==> config.mk <==
export PLATFORM = sky130hd
export DESIGN_NAME = spin_seq_gen
export DESIGN_NICKNAME = d
export VERILOG_FILES = /design/src/rtl/spin_seq_pkg.sv /design/src/rtl/spin_slot_seq.sv /design/src/rtl/spin_slot_decode.sv /design/src/rtl/pulse_interval_timer.sv /design/src/rtl/spin_seq_gen.sv
export SDC_FILE = /design/constraint.sdc
export NUM_CORES = 1
export LEC_CHECK = 0
export BUFFER_PORTS_ARGS = -buffer_cell sky130_fd_sc_hd__buf_2
export CAP_MARGIN = 20
export CORE_ASPECT_RATIO = 1.5
export CORE_MARGIN = 5
export CORE_UTILIZATION = 50
export DETAILED_ROUTE_END_ITERATION = 6
export GPL_ROUTABILITY_DRIVEN = 0
export PLACE_DENSITY_LB_ADDON = 0.3
export SLEW_MARGIN = 20
export SYNTH_ARGS = -nofsm -noshare
export SYNTH_HDL_FRONTEND = slang
export SYNTH_SLANG_ARGS = --single-unit
export TNS_END_PERCENT = 20
==> constraint.sdc <==
create_clock -name clk_i -period 6.1 [get_ports clk_i]
set_clock_uncertainty 0.1 [all_clocks]
set_input_delay 0.61 -clock clk_i [delete_from_list [all_inputs] [get_ports clk_i]]
set_output_delay 0.61 -clock clk_i [all_outputs]
set_load 0.005 [all_outputs]
==> src/rtl/spin_seq_pkg.sv <==
package spin_seq_pkg;
  localparam int unsigned N_STEPS   = 8;
  localparam int unsigned GAP_FRAME = N_STEPS + N_STEPS / 2;
  localparam int unsigned SLOT_W    = $clog2(GAP_FRAME);
  typedef logic [SLOT_W-1:0] slot_t;
endpackage

==> src/rtl/spin_slot_seq.sv <==
module spin_slot_seq
  import spin_seq_pkg::*;
(
  input  logic  clk_i,
  input  logic  rst_ni,
  input  logic  adv_i,
  input  logic  gap_req_i,
  output slot_t slot_o,
  output logic  gap_mode_o
);
  slot_t slot_q, last_slot;
  logic  gap_q;

  assign last_slot = gap_q ? slot_t'(GAP_FRAME - 1) : slot_t'(N_STEPS - 1);

  always_ff @(posedge clk_i or negedge rst_ni) begin
    if (!rst_ni) begin
      slot_q <= '0;
      gap_q  <= 1'b0;
    end else if (adv_i) begin
      if (slot_q == last_slot) begin
        slot_q <= '0;
        gap_q  <= gap_req_i;  // mode only changes at frame wrap
      end else begin
        slot_q <= slot_q + slot_t'(1);
      end
    end
  end

  assign slot_o     = slot_q;
  assign gap_mode_o = gap_q;
endmodule

==> src/rtl/spin_slot_decode.sv <==
module spin_slot_decode
  import spin_seq_pkg::*;
#(
  parameter logic [N_STEPS-1:0] PATTERN = 8'b0110_1001
) (
  input  slot_t slot_i,
  input  logic  gap_mode_i,
  output logic  spin_o,
  output logic  valid_o,
  output logic  readout_o
);
  localparam int unsigned EXT_W = 2 ** SLOT_W;

  logic [EXT_W-1:0] pat_ext;
  slot_t grp, pos, step;
  logic  is_gap;

  assign pat_ext = {{(EXT_W - N_STEPS){1'b0}}, PATTERN};

  always_comb begin
    grp    = slot_i / slot_t'(3);
    pos    = slot_i % slot_t'(3);
    is_gap = gap_mode_i && (pos == slot_t'(2));
    // gap slot repeats the second step of its group
    step   = gap_mode_i ? (grp << 1) + (is_gap ? slot_t'(1) : pos) : slot_i;
    spin_o    = pat_ext[step];
    valid_o   = !is_gap;
    readout_o = is_gap;
  end
endmodule

==> src/rtl/pulse_interval_timer.sv <==
module pulse_interval_timer #(
  parameter int unsigned INT_W = 20,
  parameter int unsigned PN_W  = 16
) (
  input  logic             clk_i,
  input  logic             rst_ni,
  input  logic             pulse_i,
  input  logic             tick_i,
  input  logic [INT_W-1:0] expect_i,
  input  logic [INT_W-1:0] tol_i,
  output logic [INT_W-1:0] interval_o,
  output logic [PN_W-1:0]  pulse_num_o,
  output logic             err_o
);
  logic [INT_W-1:0] cnt_q, cnt_nxt, diff;

  // saturate rather than wrap on a missing strobe
  assign cnt_nxt = (tick_i && (cnt_q != '1)) ? cnt_q + INT_W'(1) : cnt_q;
  assign diff    = (cnt_nxt > expect_i) ? cnt_nxt - expect_i : expect_i - cnt_nxt;

  always_ff @(posedge clk_i or negedge rst_ni) begin
    if (!rst_ni) begin
      cnt_q       <= '0;
      interval_o  <= '0;
      pulse_num_o <= '0;
      err_o       <= 1'b0;
    end else if (pulse_i) begin
      cnt_q       <= '0;
      interval_o  <= cnt_nxt;
      pulse_num_o <= pulse_num_o + PN_W'(1);
      err_o       <= diff > tol_i;
    end else begin
      cnt_q <= cnt_nxt;
    end
  end
endmodule

==> src/rtl/spin_seq_gen.sv <==
module spin_seq_gen #(
  parameter int unsigned INT_W = 20,
  parameter int unsigned PN_W  = 16,
  parameter logic [spin_seq_pkg::N_STEPS-1:0] PATTERN = 8'b0110_1001
) (
  input  logic                            clk_i,
  input  logic                            rst_ni,
  input  logic                            pulse_i,
  input  logic                            us_tick_i,
  input  logic                            gap_mode_i,
  input  logic [INT_W-1:0]                expect_period_i,
  input  logic [INT_W-1:0]                tolerance_i,
  output logic                            spin_o,
  output logic                            valid_o,
  output logic                            readout_o,
  output logic [spin_seq_pkg::SLOT_W-1:0] slot_o,
  output logic [INT_W-1:0]                interval_o,
  output logic [PN_W-1:0]                 pulse_num_o,
  output logic                            interval_err_o
);
  spin_seq_pkg::slot_t slot;
  logic                gap_act;

  spin_slot_seq u_seq (
    .clk_i      (clk_i),
    .rst_ni     (rst_ni),
    .adv_i      (pulse_i),
    .gap_req_i  (gap_mode_i),
    .slot_o     (slot),
    .gap_mode_o (gap_act)
  );

  spin_slot_decode #(.PATTERN(PATTERN)) u_dec (
    .slot_i     (slot),
    .gap_mode_i (gap_act),
    .spin_o     (spin_o),
    .valid_o    (valid_o),
    .readout_o  (readout_o)
  );

  pulse_interval_timer #(.INT_W(INT_W), .PN_W(PN_W)) u_tmr (
    .clk_i       (clk_i),
    .rst_ni      (rst_ni),
    .pulse_i     (pulse_i),
    .tick_i      (us_tick_i),
    .expect_i    (expect_period_i),
    .tol_i       (tolerance_i),
    .interval_o  (interval_o),
    .pulse_num_o (pulse_num_o),
    .err_o       (interval_err_o)
  );

  assign slot_o = slot;
endmodule

# Word-level counts from Yosys, hierarchy flattened
# Memories as Yosys holds them, arrays and structs flattened.
# Cells that the tools add are included.
dict set report word_totals {
  regBits 62
  rom_bits 16
  inputBits 45
  output_inout_bits 44
  elab_cells 33
  n_memories 1
}
# name depth width rd rd_clocked_by_memory_dff write_ports line
set mem_list {}
lappend mem_list {{(name not given)} 16 1 1 0 0 spin_slot_decode.sv:26} ;# spin_o = pat_ext[step];
dict set report op_classes {
  n_addsub 6
  div 2
  n_lt_le_gt_ge 3
  eq_ne 3
  n_mux 8
  n_reduce_logical 4
}
# cell count
set op_table {}
lappend op_table {{$mux 20} 3}
lappend op_table {{$gt 20x20->1} 2}
lappend op_table {{$sub 20x20->20} 2}
lappend op_table {{$add 20x1->20 const B} 1}
lappend op_table {{$ne 20x20->1 const B} 1}
lappend op_table {{$add 16x1->16 const B} 1}
lappend op_table {{$mux 4} 4}
lappend op_table {{$lt 4x5->1 const B} 1}
lappend op_table {{$add 4x1->4 const B} 1}
lappend op_table {{$add 4x4->4} 1}
lappend op_table {{$div 4x2->4 const B} 1}
lappend op_table {{$eq 4x2->1 const B} 1}
lappend op_table {{$eq 4x4->1} 1}
lappend op_table {{$mod 4x2->4 const B} 1}
lappend op_table {{$logic_and 1x1->1} 2}
lappend op_table {{$reduce_and 2->1} 1}
lappend op_table {{$logic_not 1->1} 1}
lappend op_table {{$mux 1} 1}

# Logic depth before layout (Yosys ltp)
# Gate-level depths: netlist of the first run.
dict set report depth {
  ltp_word 8
  mapped_depth 27
  mapped_depth_nobuf 25
}

# By module
# Synthesis of the first run repeated with hierarchy kept, for this count alone.
dict set report unflattened {
  cells_unflattened 700
  area_unflattened_um2 5749.3
}
# module instances cells_each area_each_um2 seq_area_each_um2
set modules_own_cells {}
lappend modules_own_cells {pulse_interval_timer 1 597 4951.0 1426.4}
lappend modules_own_cells {spin_slot_decode 1 80 543.0 0.0}
lappend modules_own_cells {spin_slot_seq 1 23 255.2 125.1}

# Least setup slack after synthesis of the first run
# OpenSTA, ideal clock, no wires.
dict set report synth_path {
  path_type {register -> register}
  startpoint {register u_tmr.cnt_q[5]}
  endpoint {register u_tmr.err_o}
  setup_time_ns 0.065
  arrival_time_ns 5.415
  t_required_ns 5.935
  slack_ns 0.520
  path_stages_with_launch 26
  path_buffers 2
  synth_period_minus_slack_ns 5.580
  path_cell_list {dfrtp_1 -> and3_1 -> nand3_1 -> o41ai_2 -> nor3_1 -> nand4_1 -> xor2_1 -> inv_1 -> ha_1 -> buf_2 -> a21oi_1 -> o21ai_0 -> a221oi_2 -> a31oi_2 -> buf_2 -> a211o_1 -> a31oi_1 -> o41ai_2 -> xor2_1 -> ha_1 -> nand2_1 -> or3_1 -> nor4_1 -> a2111oi_0 -> o21ai_0 -> o221a_2}
}
dict set report synth_via {
  elab_chain_cells 6
  word_cells_on_any_way 9
  classes_between {add/sub (3); order compare (2); eq/ne (1); mux (2); reduce/logical (1)}
}
# item line
set synth_rtl {}
lappend synth_rtl {{start, declared} pulse_interval_timer.sv:15} ;# logic [INT_W-1:0] cnt_q, cnt_nxt, diff;
lappend synth_rtl {{start signal, assigned} pulse_interval_timer.sv:33} ;# cnt_q <= cnt_nxt;
lappend synth_rtl {{branches (longest 2 deep; another with $add 20x1->20)} n/a}
lappend synth_rtl {{$mux 20 *} pulse_interval_timer.sv:18} ;# assign cnt_nxt = (tick_i && (cnt_q != '1)) ? cnt_q + INT_W'(1) : cnt_q;
lappend synth_rtl {{net u_tmr.cnt_nxt[15]} pulse_interval_timer.sv:15}
lappend synth_rtl {{$sub 20x20->20 / $gt 20x20->1 (equally long branches)} pulse_interval_timer.sv:19} ;# assign diff = (cnt_nxt > expect_i) ? cnt_nxt - expect_i : expect_i - cnt_nxt;
lappend synth_rtl {{$mux 20 *} pulse_interval_timer.sv:19}
lappend synth_rtl {{$gt 20x20->1 *} pulse_interval_timer.sv:31} ;# err_o <= diff > tol_i;
lappend synth_rtl {{end signal, assigned} pulse_interval_timer.sv:31}
lappend synth_rtl {{end, declared} pulse_interval_timer.sv:13} ;# output logic err_o
# Mark *: on every way through the listed nets, which the timed path passes.
# A chain may end at the register's enable or synchronous reset.

# Worst setup path after layout of the first run
dict set report layout_path {
  startpoint {register u_tmr.cnt_q[0]}
  endpoint {register u_tmr.err_o}
}
# Same word-level chain as after synthesis.

==> results of run 1 <==
[worst min-delay path by stage]
stage	start	end	slack, ns
global route	u_tmr.pulse_num_o[4]$_DFFE_PN0P_	u_tmr.pulse_num_o[4]$_DFFE_PN0P_	0.42
detailed placement	u_tmr.pulse_num_o[15]$_DFFE_PN0P_	u_tmr.pulse_num_o[15]$_DFFE_PN0P_	0.36
CTS	rst_ni	u_tmr.cnt_q[9]$_DFF_PN0_	0.37
global placement	u_tmr.pulse_num_o[15]$_DFFE_PN0P_	u_tmr.pulse_num_o[15]$_DFFE_PN0P_	0.36
floorplan	rst_ni	u_seq.gap_mode_o$_DFFE_PN0P_	0.21
finish	rst_ni	u_tmr.interval_o[2]$_DFFE_PN0P_	0.35
[registers in the layout, indices dropped and copies added, names as in the netlist]
signal / cells
u_seq.gap_mode_o: 1
u_seq.slot_o: 4
u_tmr.cnt_q: 20
u_tmr.err_o: 1
u_tmr.interval_o: 20
u_tmr.pulse_num_o: 16
[what timing repair did]
| item | 4_1_cts | 5_1_grt |
|---|---|---|
| pin swaps | 0 | 8 |
| endpoints found under the setup margin | 1 | 2 |
| setup buffers | 0 | 9 |
| gates resized for setup | 1 | 18 |
[cells by family after synthesis]
logic type	Yosys count	synth area share, %
compound gates	154	18.3
flops	62	28.0
mux	16	2.94
buf+inv	111	7.90
xor+xnor	57	9.01
fa+ha+maj	71	16.4
simple gates	191	17.4
[synthesized netlist by cell type, drive strengths merged (2+ instances only)]
library cell	n
a2111oi	2
a211oi	9
a21o	18
a21oi	67
a221oi	3
a22oi	2
a31oi	3
and3	5
buf	11
clkbuf	15
dfrtp	62
fa	3
ha	68
inv	85
mux2	2
mux2i	14
nand2	35
nand2b	6
nand3	20
nand3b	4
nand4	20
nor2	67
nor2b	12
nor3	8
nor4	6
o211ai	4
o21a	3
o21ai	21
o21bai	6
o31ai	3
o41ai	2
or3	3
xnor2	30
xor2	27
[per-layer routing]
metal	part of all wire (%)	up-vias	GRT usage [%]
met1	41	2398	25.8
li1	-	2508	-
met4	3.0	0	9.15
met2	52	147	37.4
met3	3.8	38	3.20
met5	0	-	0
[through the flow]
step	util [%]	cell area (µm²)	hold WS, ns	std cells
2_1_floorplan	-	5540	0.214	662
3_3_place_gp	57.4	6280	0.359	902
3_5_place_dp	57.4	6280	0.361	902
4_1_cts	60.1	6570	0.373	918
5_1_grt	61.5	6730	0.415	927
6_report	61.5	6730	0.348	927
[cells in the final DEF, fill, tap and decap left out, drive strengths merged, types with 2 or more instances in the layout]
cell type and instances:
buf 128, mux2i 14, nor4 6, clkbuf 9, o31ai 3, o211ai 4, xor2 27, nand2 35
a31oi 3, nand3b 4, ha 68, and3 5, a221oi 3, o41ai 2, nand4 20, fa 3
or3 3, nor3 8, nor2 67, inv 88, dfrtp 62, clkinv 2, a2111oi 2, nand2b 6
mux2 2, nor2b 12, xnor2 30, o21bai 6, o21a 3, clkinvlp 2, o21ai 21, a22oi 2
a211oi 9, nand3 20, a21oi 67, a21o 18
[worst max-delay path, stage by stage (launching register included)]
cell and delay (ns):
dfrtp_1 0.40, ha_1 0.24, nand4_1 0.19, o41ai_4 0.14, or4_1 0.56, nor2_1 0.16
xnor2_1 0.17, inv_1 0.08, ha_2 0.44, nand4_1 0.23, or2_4 0.34, nor4_4 0.26
buf_4 0.19, a31oi_4 0.05, buf_4 0.21, o311ai_1 0.29, o211ai_1 0.23, xor2_1 0.20
ha_1 0.32, nand2_1 0.06, or3_1 0.39, nor4_1 0.28, a2111oi_0 0.10, o21ai_0 0.09
o221a_2 0.20
[power by group through the flow]
stage                     Clock, µW  Combinational (µW)  Sequential (µW)
after floorplan                   0                 849              514
after global placement            0                1050              528
after detailed placement          0                1110              532
after CTS                       493                1120              524
after global routing            513                1350              534
final                           484                1210              526
[cell type report]
cell class              instances  area share, %
clock buffers                   9           3.35
clock inverters                 7          0.855
inverters                      85           4.74
multi-input cells             489           54.2
flip-flops and latches         62           23.1
well taps                     147           2.73
repair buffers                128           11.1
==> impl_results.md, run 1 <==
- Proportion of layout cells with a drive suffix above 1: 22.7%
- Area of the mapped netlist: 5540 µm²
- Antenna violations before repair: 0
- Post-route ant nets: 0
- Synth Warn #: 0
- R2R setup slack: 0.13 ns
- Worst reg2reg path startpoint: u_tmr.cnt_q[0]$_DFF_PN0_
- Largest net degree at the start of global routing: 76
- Nets: 891
- Vias: 5091
- CTS Buffer Depth: 2
- Top post-synthesis cells by area: dfrtp_1 28%, ha_1 15%, a21oi_1 6.0%
- Antenna cells: 0
- Area of the multi-input gates: 3640 µm²
- Status: finished clean
- CP startpoint kind: flip-flop
- CORE AREA: 10900 µm²
- Die width: 96.0 µm
- Worst Path Arrival: 6.14 ns
- Final critical-path share of the clock period: 97.8%
- Dpl ws: 0.0906 ns
- IO Port Bufs: 88
- Post-synth EDFFs: 0
- CP max FO: 9
- Row count: 47
- Crit Path Category: flip-flop to flip-flop
- Clk root buf: clkbuf_16
- Total power: 2220 µW
- Starting density of the core: 50.7%
- Ys async rst share: 100%
- Num CTS Buffers: 9
- Worst-Skew Late Latency: 0.33 ns
- CP endpoint: u_tmr.err_o$_DFFE_PN0P_
- Combinational Power Share: 54.5%
- Final TNS setup: 0 ns
- Vias in the first global route: 4954
- CP startpoint: u_tmr.cnt_q[0]$_DFF_PN0_
- Total Wirelength: 14.1 mm
- Reg clk slew, reported paths: 0.06 ns
- Power Density: 330 nW/µm²
- FMAX: 168 MHz
- Tot GR Track Use: 21.5%
- Min-Delay Path Class: input pin to async pin
- Storage cell area: 1550 µm²
- Slew Limit Fails: 0
- RSZ-0062 raised after global routing: yes
- Clk sink count: 62
- Post-DP HPWL: 11.0 mm
- End of the worst register-to-register path: u_tmr.err_o$_DFFE_PN0P_
- H-tree Lvls: 3
- Die Area: 13300 µm²
- Via density: 5.49
- Residual overflow from global routing: 0
- Worst reg-to-reg path cell count: 24
- Headroom to the max-slew limit: 46.4%
- Seq pwr share: 23.7%
- Setup crit end kind: flip-flop
- CTS tree: yes
- Switch share: 40.9%
- Top cell type's share of synthesized area: 28.0%
- Max-cap violations: 0
- Yosys reg bits: 62
- VDD IR-drop max: 0.193 mV
- CTS Hold Buffers Added: 0
- Leak: 0.00355 µW
- Wire length per cell: 15.3 µm
- Drt first-iter violations: 280
- # DRC: 0
- Post-layout minimum cycle time: 5.97 ns
- Yosys top cell by area: dfrtp_1
- Final Hold Viols: 0
- Least-Margin Pin Slew: 0.804 ns
- Clock power frac: 21.8%
- Req. time, crit path: 6.28 ns
- First-pass GRT wire length: 23.1 mm
- Pint: 1310 µW
- Final setup violation count: 0
- Mapped Nets: 778
- Ys flop type: dfrtp_1
- Syn Inst Count: 662
- Switching pwr: 908 µW
- Worst setup margin: 0.134 ns
- Ports: 89
- Syn avg cell area: 8.37 µm²
- Fill cell count: 985
- Synthesis-to-finish area growth: 21.4%
- Sequential area share after synthesis: 28.0%
- Synth cell types: 65
- Drt first pass iters: 5
- Vertical die dimension: 139 µm
(Power assumes the default switching activity.)
==> run 2, diff against run 1 <==
--- a/config.mk
+++ b/config.mk
@@ -9,7 +9,7 @@
 export CAP_MARGIN = 20
 export CORE_ASPECT_RATIO = 1.5
 export CORE_MARGIN = 5
-export CORE_UTILIZATION = 50
+export CORE_UTILIZATION = 45
 export DETAILED_ROUTE_END_ITERATION = 6
 export GPL_ROUTABILITY_DRIVEN = 0
 export PLACE_DENSITY_LB_ADDON = 0.3
==> run 2 against run 1 <==
Sequential cell count stayed put. Register-to-register slack gained 0.09 ns. Final cell count increased by 0.54%. Final area increased by 0.82%. Die area increased by 10%. Sequential power is essentially flat. Sequential share of layout area decreased by 0.19 points. Critical path type unchanged.
==> impl_results.md, run 2 (synthesis results as in run 1) <==
- Clk sink count: 62 (unchanged)
- Min-Delay Path Class: input pin to async pin
- Worst-Skew Late Latency: 0.32 ns (about the same)
- Total Wirelength: 14.1 mm (-0.14%)
- First-pass GRT wire length: 23.4 mm (+1.5%)
- Synthesis-to-finish area growth: 22.4%
- Residual overflow from global routing: 0 (unchanged)
- Req. time, crit path: 6.26 ns (-0.02 ns)
- Largest net degree at the start of global routing: 76 (unchanged)
- Most common cell after layout, fill and taps aside: buf_2
- H-tree Lvls: 3 (unchanged)
- CTS Buffer Depth: 2 (unchanged)
- Post-route ant nets: 0 (unchanged)
- Via density: 5.38 (-2.1%)
- Wire length per cell: 15.1 µm (-0.68%)
- Power Density: 314 nW/µm² (-4.9%)
- RSZ-0062 raised after global routing: yes
- CTS tree: yes
- CTS Hold Buffers Added: 0 (unchanged)
- Layout Utilization: 56.4% (-5.1 points)
- Vias: 5013 (-1.5%)
- Dpl cells: 911 (+1.0%)
- Tot GR Track Use: 19.3% (-2.2 points)
- Proportion of layout cells with a drive suffix above 1: 23.6% (+0.93 points)
- Antenna violations before repair: 0 (unchanged)
- Leak: 0.00356 µW (+0.17%)
- Drt first-iter violations: 208 (-26%)
- CP peak stage delay: 0.53 ns (-0.03 ns)
- Starting density of the core: 46.1% (-4.5 points)
- Final instance area: 6780 µm² (+0.82%)
- Least-Margin Pin Slew: 0.768 ns (-0.0361 ns)
- Slowest stage cell, crit path: or4_4
- Crit Path Category: flip-flop to flip-flop
- Status: finished clean
- Vertical die dimension: 146 µm (+5.0%)
- Worst Path Arrival: 6.04 ns (-0.10 ns)
- CP bufs+invs: 3 (unchanged)
- Final setup violation count: 0 (unchanged)
- IO Port Bufs: 88 (unchanged)
- Post-layout minimum cycle time: 5.88 ns (-0.0857 ns)
- CORE AREA: 12000 µm² (+9.9%)
- FMAX: 170 MHz (+1.5%)
- Antenna cells: 0 (unchanged)
- Vias in the first global route: 5159 (+4.1%)
- Most frequent cells in the layout: 88 x buf_2, 85 x inv_1, 65 x a21oi_1, 65 x nor2_1, 64 x ha_1
- CP startpoint kind: flip-flop
- Final Hold Viols: 0 (unchanged)
- Final hold slack: 0.346 ns (-0.00161 ns)
- Num CTS Buffers: 9 (unchanged)
- VDD IR-drop max: 0.604 mV (+210%)
- Clk root buf: clkbuf_16
- Top flop regs: u_tmr.cnt_q x20, u_tmr.interval_o x20, u_tmr.pulse_num_o x16
- Die Area: 14700 µm² (+10%)
- Reg clk slew, reported paths: 0.05 ns (about the same)
- Total power: 2130 µW (-4.1%)
- Post-DP Area: 6310 µm² (+0.48%)
- Post-DP HPWL: 11.3 mm (+2.8%)
- Row count: 49 (+4.3%)
- Slew Limit Fails: 0 (unchanged)
- Nets: 892 (+0.11%)
- Layout Cells excl Fill: 932 (+0.54%)
- Final critical-path share of the clock period: 96.4% (-1.4 points)
- CP max FO: 7 (-2)
- Setup crit end kind: flip-flop
- Ports: 89 (unchanged)
- Max-cap violations: 0 (unchanged)
- # DRC: 0 (unchanged)
- Die width: 101 µm (+4.8%)
- Family with the most delay on the worst path: simple AND/OR/NAND/NOR gates
- Drt first pass iters: 5 (unchanged)
- Headroom to the max-slew limit: 48.8% (+2.4 points)
==> run 2: cell type report <==
type / count / area (µm²)
Tap cell: 153 / 191
Fill cell: 1143 / 5230
Sequential cell: 62 / 1550
Clock inverter: 2 / 10.0
Inverter: 85 / 319
Clock buffer: 12 / 246
Multi-Input combinational cell: 489 / 3710
Timing Repair Buffer: 129 / 748
==> run 2: repair_timing <==
action	in CTS	in global routing
resized for setup	2	32
endpoints found under the setup margin	1	2
buffers inserted	1	6
pin swaps	1	12
==> run 2: metal layers <==
metal | vias up | share of wire, % | track usage, %
li1 | 2495 | - | -
met1 | 2347 | 41 | 22.8
met2 | 144 | 52 | 34.5
met3 | 27 | 5.3 | 3.65
met4 | 0 | 2.3 | 6.20
met5 | - | 0 | 0
==> run 2: stage by stage <==
step / setup TNS [ns] / setup WS [ns]
after CTS: 0 / 0.0277
after detailed placement: -0.272 / -0.272
after global placement: 0 / 0.00991
after global routing: -0.0539 / -0.0539
after floorplan: 0 / 0.520
final: 0 / 0.220
==> run 2: path summary, 6_finish.rpt <==
check	start	slack, ns	cells after the start	end
setup / recovery	u_tmr.cnt_q[0]$_DFF_PN0_	0.22	26	u_tmr.err_o$_DFFE_PN0P_
hold / removal	rst_ni	0.35	2	u_seq.slot_o[2]$_DFFE_PN0P_
setup reg to reg	u_tmr.cnt_q[0]$_DFF_PN0_	0.22	26	u_tmr.err_o$_DFFE_PN0P_
hold reg to reg	u_tmr.pulse_num_o[15]$_DFFE_PN0P_	0.37	1	u_tmr.pulse_num_o[15]$_DFFE_PN0P_
max in group asynchronous	rst_ni	5.01	2	u_seq.slot_o[3]$_DFFE_PN0P_
min in group clk_i	u_tmr.pulse_num_o[15]$_DFFE_PN0P_	0.37	1	u_tmr.pulse_num_o[15]$_DFFE_PN0P_
==> run 2: where the power goes <==
| group | leakage (µW) | switching [µW] | internal, µW |
|---|---|---|---|
| clock | 0.000128 | 159 | 279 |
| combinational | 0.00263 | 616 | 547 |
| sequential | 0.000804 | 69.3 | 460 |
==> run 3, diff against run 2 <==
--- a/config.mk
+++ b/config.mk
@@ -7,9 +7,11 @@
 export LEC_CHECK = 0
 export BUFFER_PORTS_ARGS = -buffer_cell sky130_fd_sc_hd__buf_2
 export CAP_MARGIN = 20
+export CELL_PAD_IN_SITES_DETAIL_PLACEMENT = 1
+export CELL_PAD_IN_SITES_GLOBAL_PLACEMENT = 1
 export CORE_ASPECT_RATIO = 1.5
 export CORE_MARGIN = 5
-export CORE_UTILIZATION = 45
+export CORE_UTILIZATION = 43
 export DETAILED_ROUTE_END_ITERATION = 6
 export GPL_ROUTABILITY_DRIVEN = 0
 export PLACE_DENSITY_LB_ADDON = 0.3
==> run 3 against run 2 <==
Final area up 0.53%. Maximum frequency up 1.4%. Global-route usage up 3.0 points. Power up 5.2%. Core utilization down 2.2 points. Highest routed layer unchanged. Die area up 4.3%. Sequential power about the same. Hold slack better by 0.024 ns. Worst setup slack better by 0.082 ns.
==> impl_results.md, run 3 (synthesis results as in run 1) <==
- Leak: 0.00359 µW (+0.92%)
- Status: finished clean
- Vias in the first global route: 5743 (+11%)
- Reg clk slew, reported paths: 0.06 ns (about the same)
- Dpl cells: 918 (+0.77%)
- CP startpoint kind: flip-flop
- Setup crit end kind: flip-flop
- CTS Hold Buffers Added: 0 (unchanged)
- CTS tree: yes
- Fill cell count: 1571 (+37%)
- First-pass GRT wire length: 27.2 mm (+16%)
- Post-route ant nets: 0 (unchanged)
- Top flop regs: u_tmr.cnt_q x20, u_tmr.interval_o x20, u_tmr.pulse_num_o x16
- Ports: 89 (unchanged)
- Nets: 895 (+0.34%)
- CORE AREA: 12600 µm² (+4.6%)
- Worst-Skew Late Latency: 0.33 ns (about the same)
- Die width: 103 µm (+2.1%)
- Vias: 5192 (+3.6%)
- Clk root buf: clkbuf_16
- Wire length per cell: 17.8 µm (+17%)
- Post-layout minimum cycle time: 5.80 ns (-0.0816 ns)
- Clk sink count: 62 (unchanged)
- Num CTS Buffers: 9 (unchanged)
- Min-Delay Path Class: input pin to async pin
- CP startpoint: u_tmr.cnt_q[5]$_DFF_PN0_
- Req. time, crit path: 6.27 ns (about the same)
- Headroom to the max-slew limit: 44.2% (-4.6 points)
- Most frequent cells in the layout: 88 x buf_2, 85 x inv_1, 67 x ha_1, 65 x a21oi_1, 65 x nor2_1
- Proportion of layout cells with a drive suffix above 1: 23.7% (+0.037 points)
- Most common cell after layout, fill and taps aside: buf_2
- Total Wirelength: 16.7 mm (+18%)
- # DRC: 0 (unchanged)
- Final Hold Viols: 0 (unchanged)
- Slew Limit Fails: 0 (unchanged)
- Worst reg2reg path startpoint: u_tmr.cnt_q[5]$_DFF_PN0_
- Via density: 5.54 (+2.9%)
- H-tree Lvls: 3 (unchanged)
- Vertical die dimension: 149 µm (+2.1%)
- Antenna violations before repair: 0 (unchanged)
- Crit Path Category: flip-flop to flip-flop
- Layout Cells excl Fill: 938 (+0.64%)
- Largest net degree at the start of global routing: 76 (unchanged)
- Power Density: 329 nW/µm² (+4.6%)
- Tot GR Track Use: 22.3% (+3.0 points)
- CP max FO: 4 (-3)
- Starting density of the core: 44.1% (-2.0 points)
- Die Area: 15300 µm² (+4.3%)
- Final setup violation count: 0 (unchanged)
- Total power: 2240 µW (+5.2%)
- Final critical-path share of the clock period: 95.1% (-1.3 points)
- Worst Path Arrival: 5.97 ns (-0.07 ns)
- Post-DP HPWL: 13.3 mm (+17%)
- Area of the multi-input gates: 3690 µm² (-0.67%)
- Layout Utilization: 54.2% (-2.2 points)
- FMAX: 172 MHz (+1.4%)
- Storage cell area: 1550 µm² (unchanged)
- Max-cap violations: 0 (unchanged)
- Row count: 50 (+2.0%)
- Antenna cells: 0 (unchanged)
- Drt first pass iters: 4 (-1)
- VDD IR-drop max: 0.311 mV (-49%)
- CTS Buffer Depth: 2 (unchanged)
- Residual overflow from global routing: 0 (unchanged)
- RSZ-0062 raised after global routing: yes
- Least-Margin Pin Slew: 0.837 ns (+0.0695 ns)
- IO Port Bufs: 88 (unchanged)
- Drt first-iter violations: 155 (-25%)
- Synthesis-to-finish area growth: 23.1%
==> run 3: final timing paths <==
check / to / slack [ns] / cells past startpoint
max: u_tmr.err_o$_DFFE_PN0P_ / 0.30 / 22
min: u_tmr.pulse_num_o[14]$_DFFE_PN0P_ / 0.37 / 2
max reg2reg: u_tmr.err_o$_DFFE_PN0P_ / 0.30 / 22
min reg2reg: u_tmr.pulse_num_o[15]$_DFFE_PN0P_ / 0.37 / 1
max in group asynchronous: u_seq.slot_o[2]$_DFFE_PN0P_ / 4.94 / 2
min in group clk_i: u_tmr.pulse_num_o[15]$_DFFE_PN0P_ / 0.37 / 1
==> run 3: cell type report <==
type                            instances  share of cell area (%)
Clock buffer                           10                    3.50
Clock inverter                          4                   0.716
Inverter                               85                    4.68
Multi-Input combinational cell        489                    54.1
Sequential cell                        62                    22.8
Tap cell                              156                    2.86
Timing Repair Buffer                  132                    11.4
==> run 3: worst max-delay path: stages (launching register included) <==
cell       delay (ns)
dfrtp_1          0.40
and3_1           0.25
nand3_1          0.19
o41ai_4          0.51
buf_4            0.22
mux2i_2          0.40
inv_1            0.15
ha_1             0.32
nor2b_1          0.16
o2111a_1         0.26
nor4b_1          0.41
o31a_1           0.29
o211ai_1         0.12
o21ai_1          0.15
o211ai_1         0.19
xor2_1           0.19
ha_1             0.34
nand2_1          0.09
or3_4            0.41
nor4_4           0.23
a2111oi_2        0.08
o21ai_1          0.08
o221a_2          0.19
==> run 3: repair_timing <==
item	in CTS	in global routing
endpoints found under the setup margin	1	2
gates resized for setup	2	27
setup buffers	1	5
pin swaps	1	8
==> run 3: stage by stage <==
| step | cell area, µm² | TNS (ns) | worst slack [ns] | hold slack [ns] |
|---|---|---|---|---|
| floorplan | 5540 | 0 | 0.520 | 0.214 |
| global placement | 6340 | 0 | 0.186 | 0.364 |
| detailed placement | 6340 | -0.125 | -0.125 | 0.369 |
| CTS | 6660 | 0 | 0.0131 | 0.384 |
| global route | 6820 | -0.0455 | -0.0343 | 0.397 |
| finish | 6820 | 0 | 0.301 | 0.370 |
==> run 3: report_power, final <==
part	total, µW	switching (µW)	internal, µW
clock network	506	184	322
registers	530	70.5	459
logic	1210	647	559
total	2240	901	1340
==> run 3: routing by layer <==
| layer | vias to the layer above | share of wire, % | track usage (%) |
|---|---|---|---|
| met5 | - | 0 | 0 |
| met4 | 0 | 4.0 | 9.65 |
| met3 | 46 | 3.0 | 3.28 |
| met2 | 112 | 56 | 42.5 |
| met1 | 2538 | 37 | 23.5 |
| li1 | 2496 | - | - |
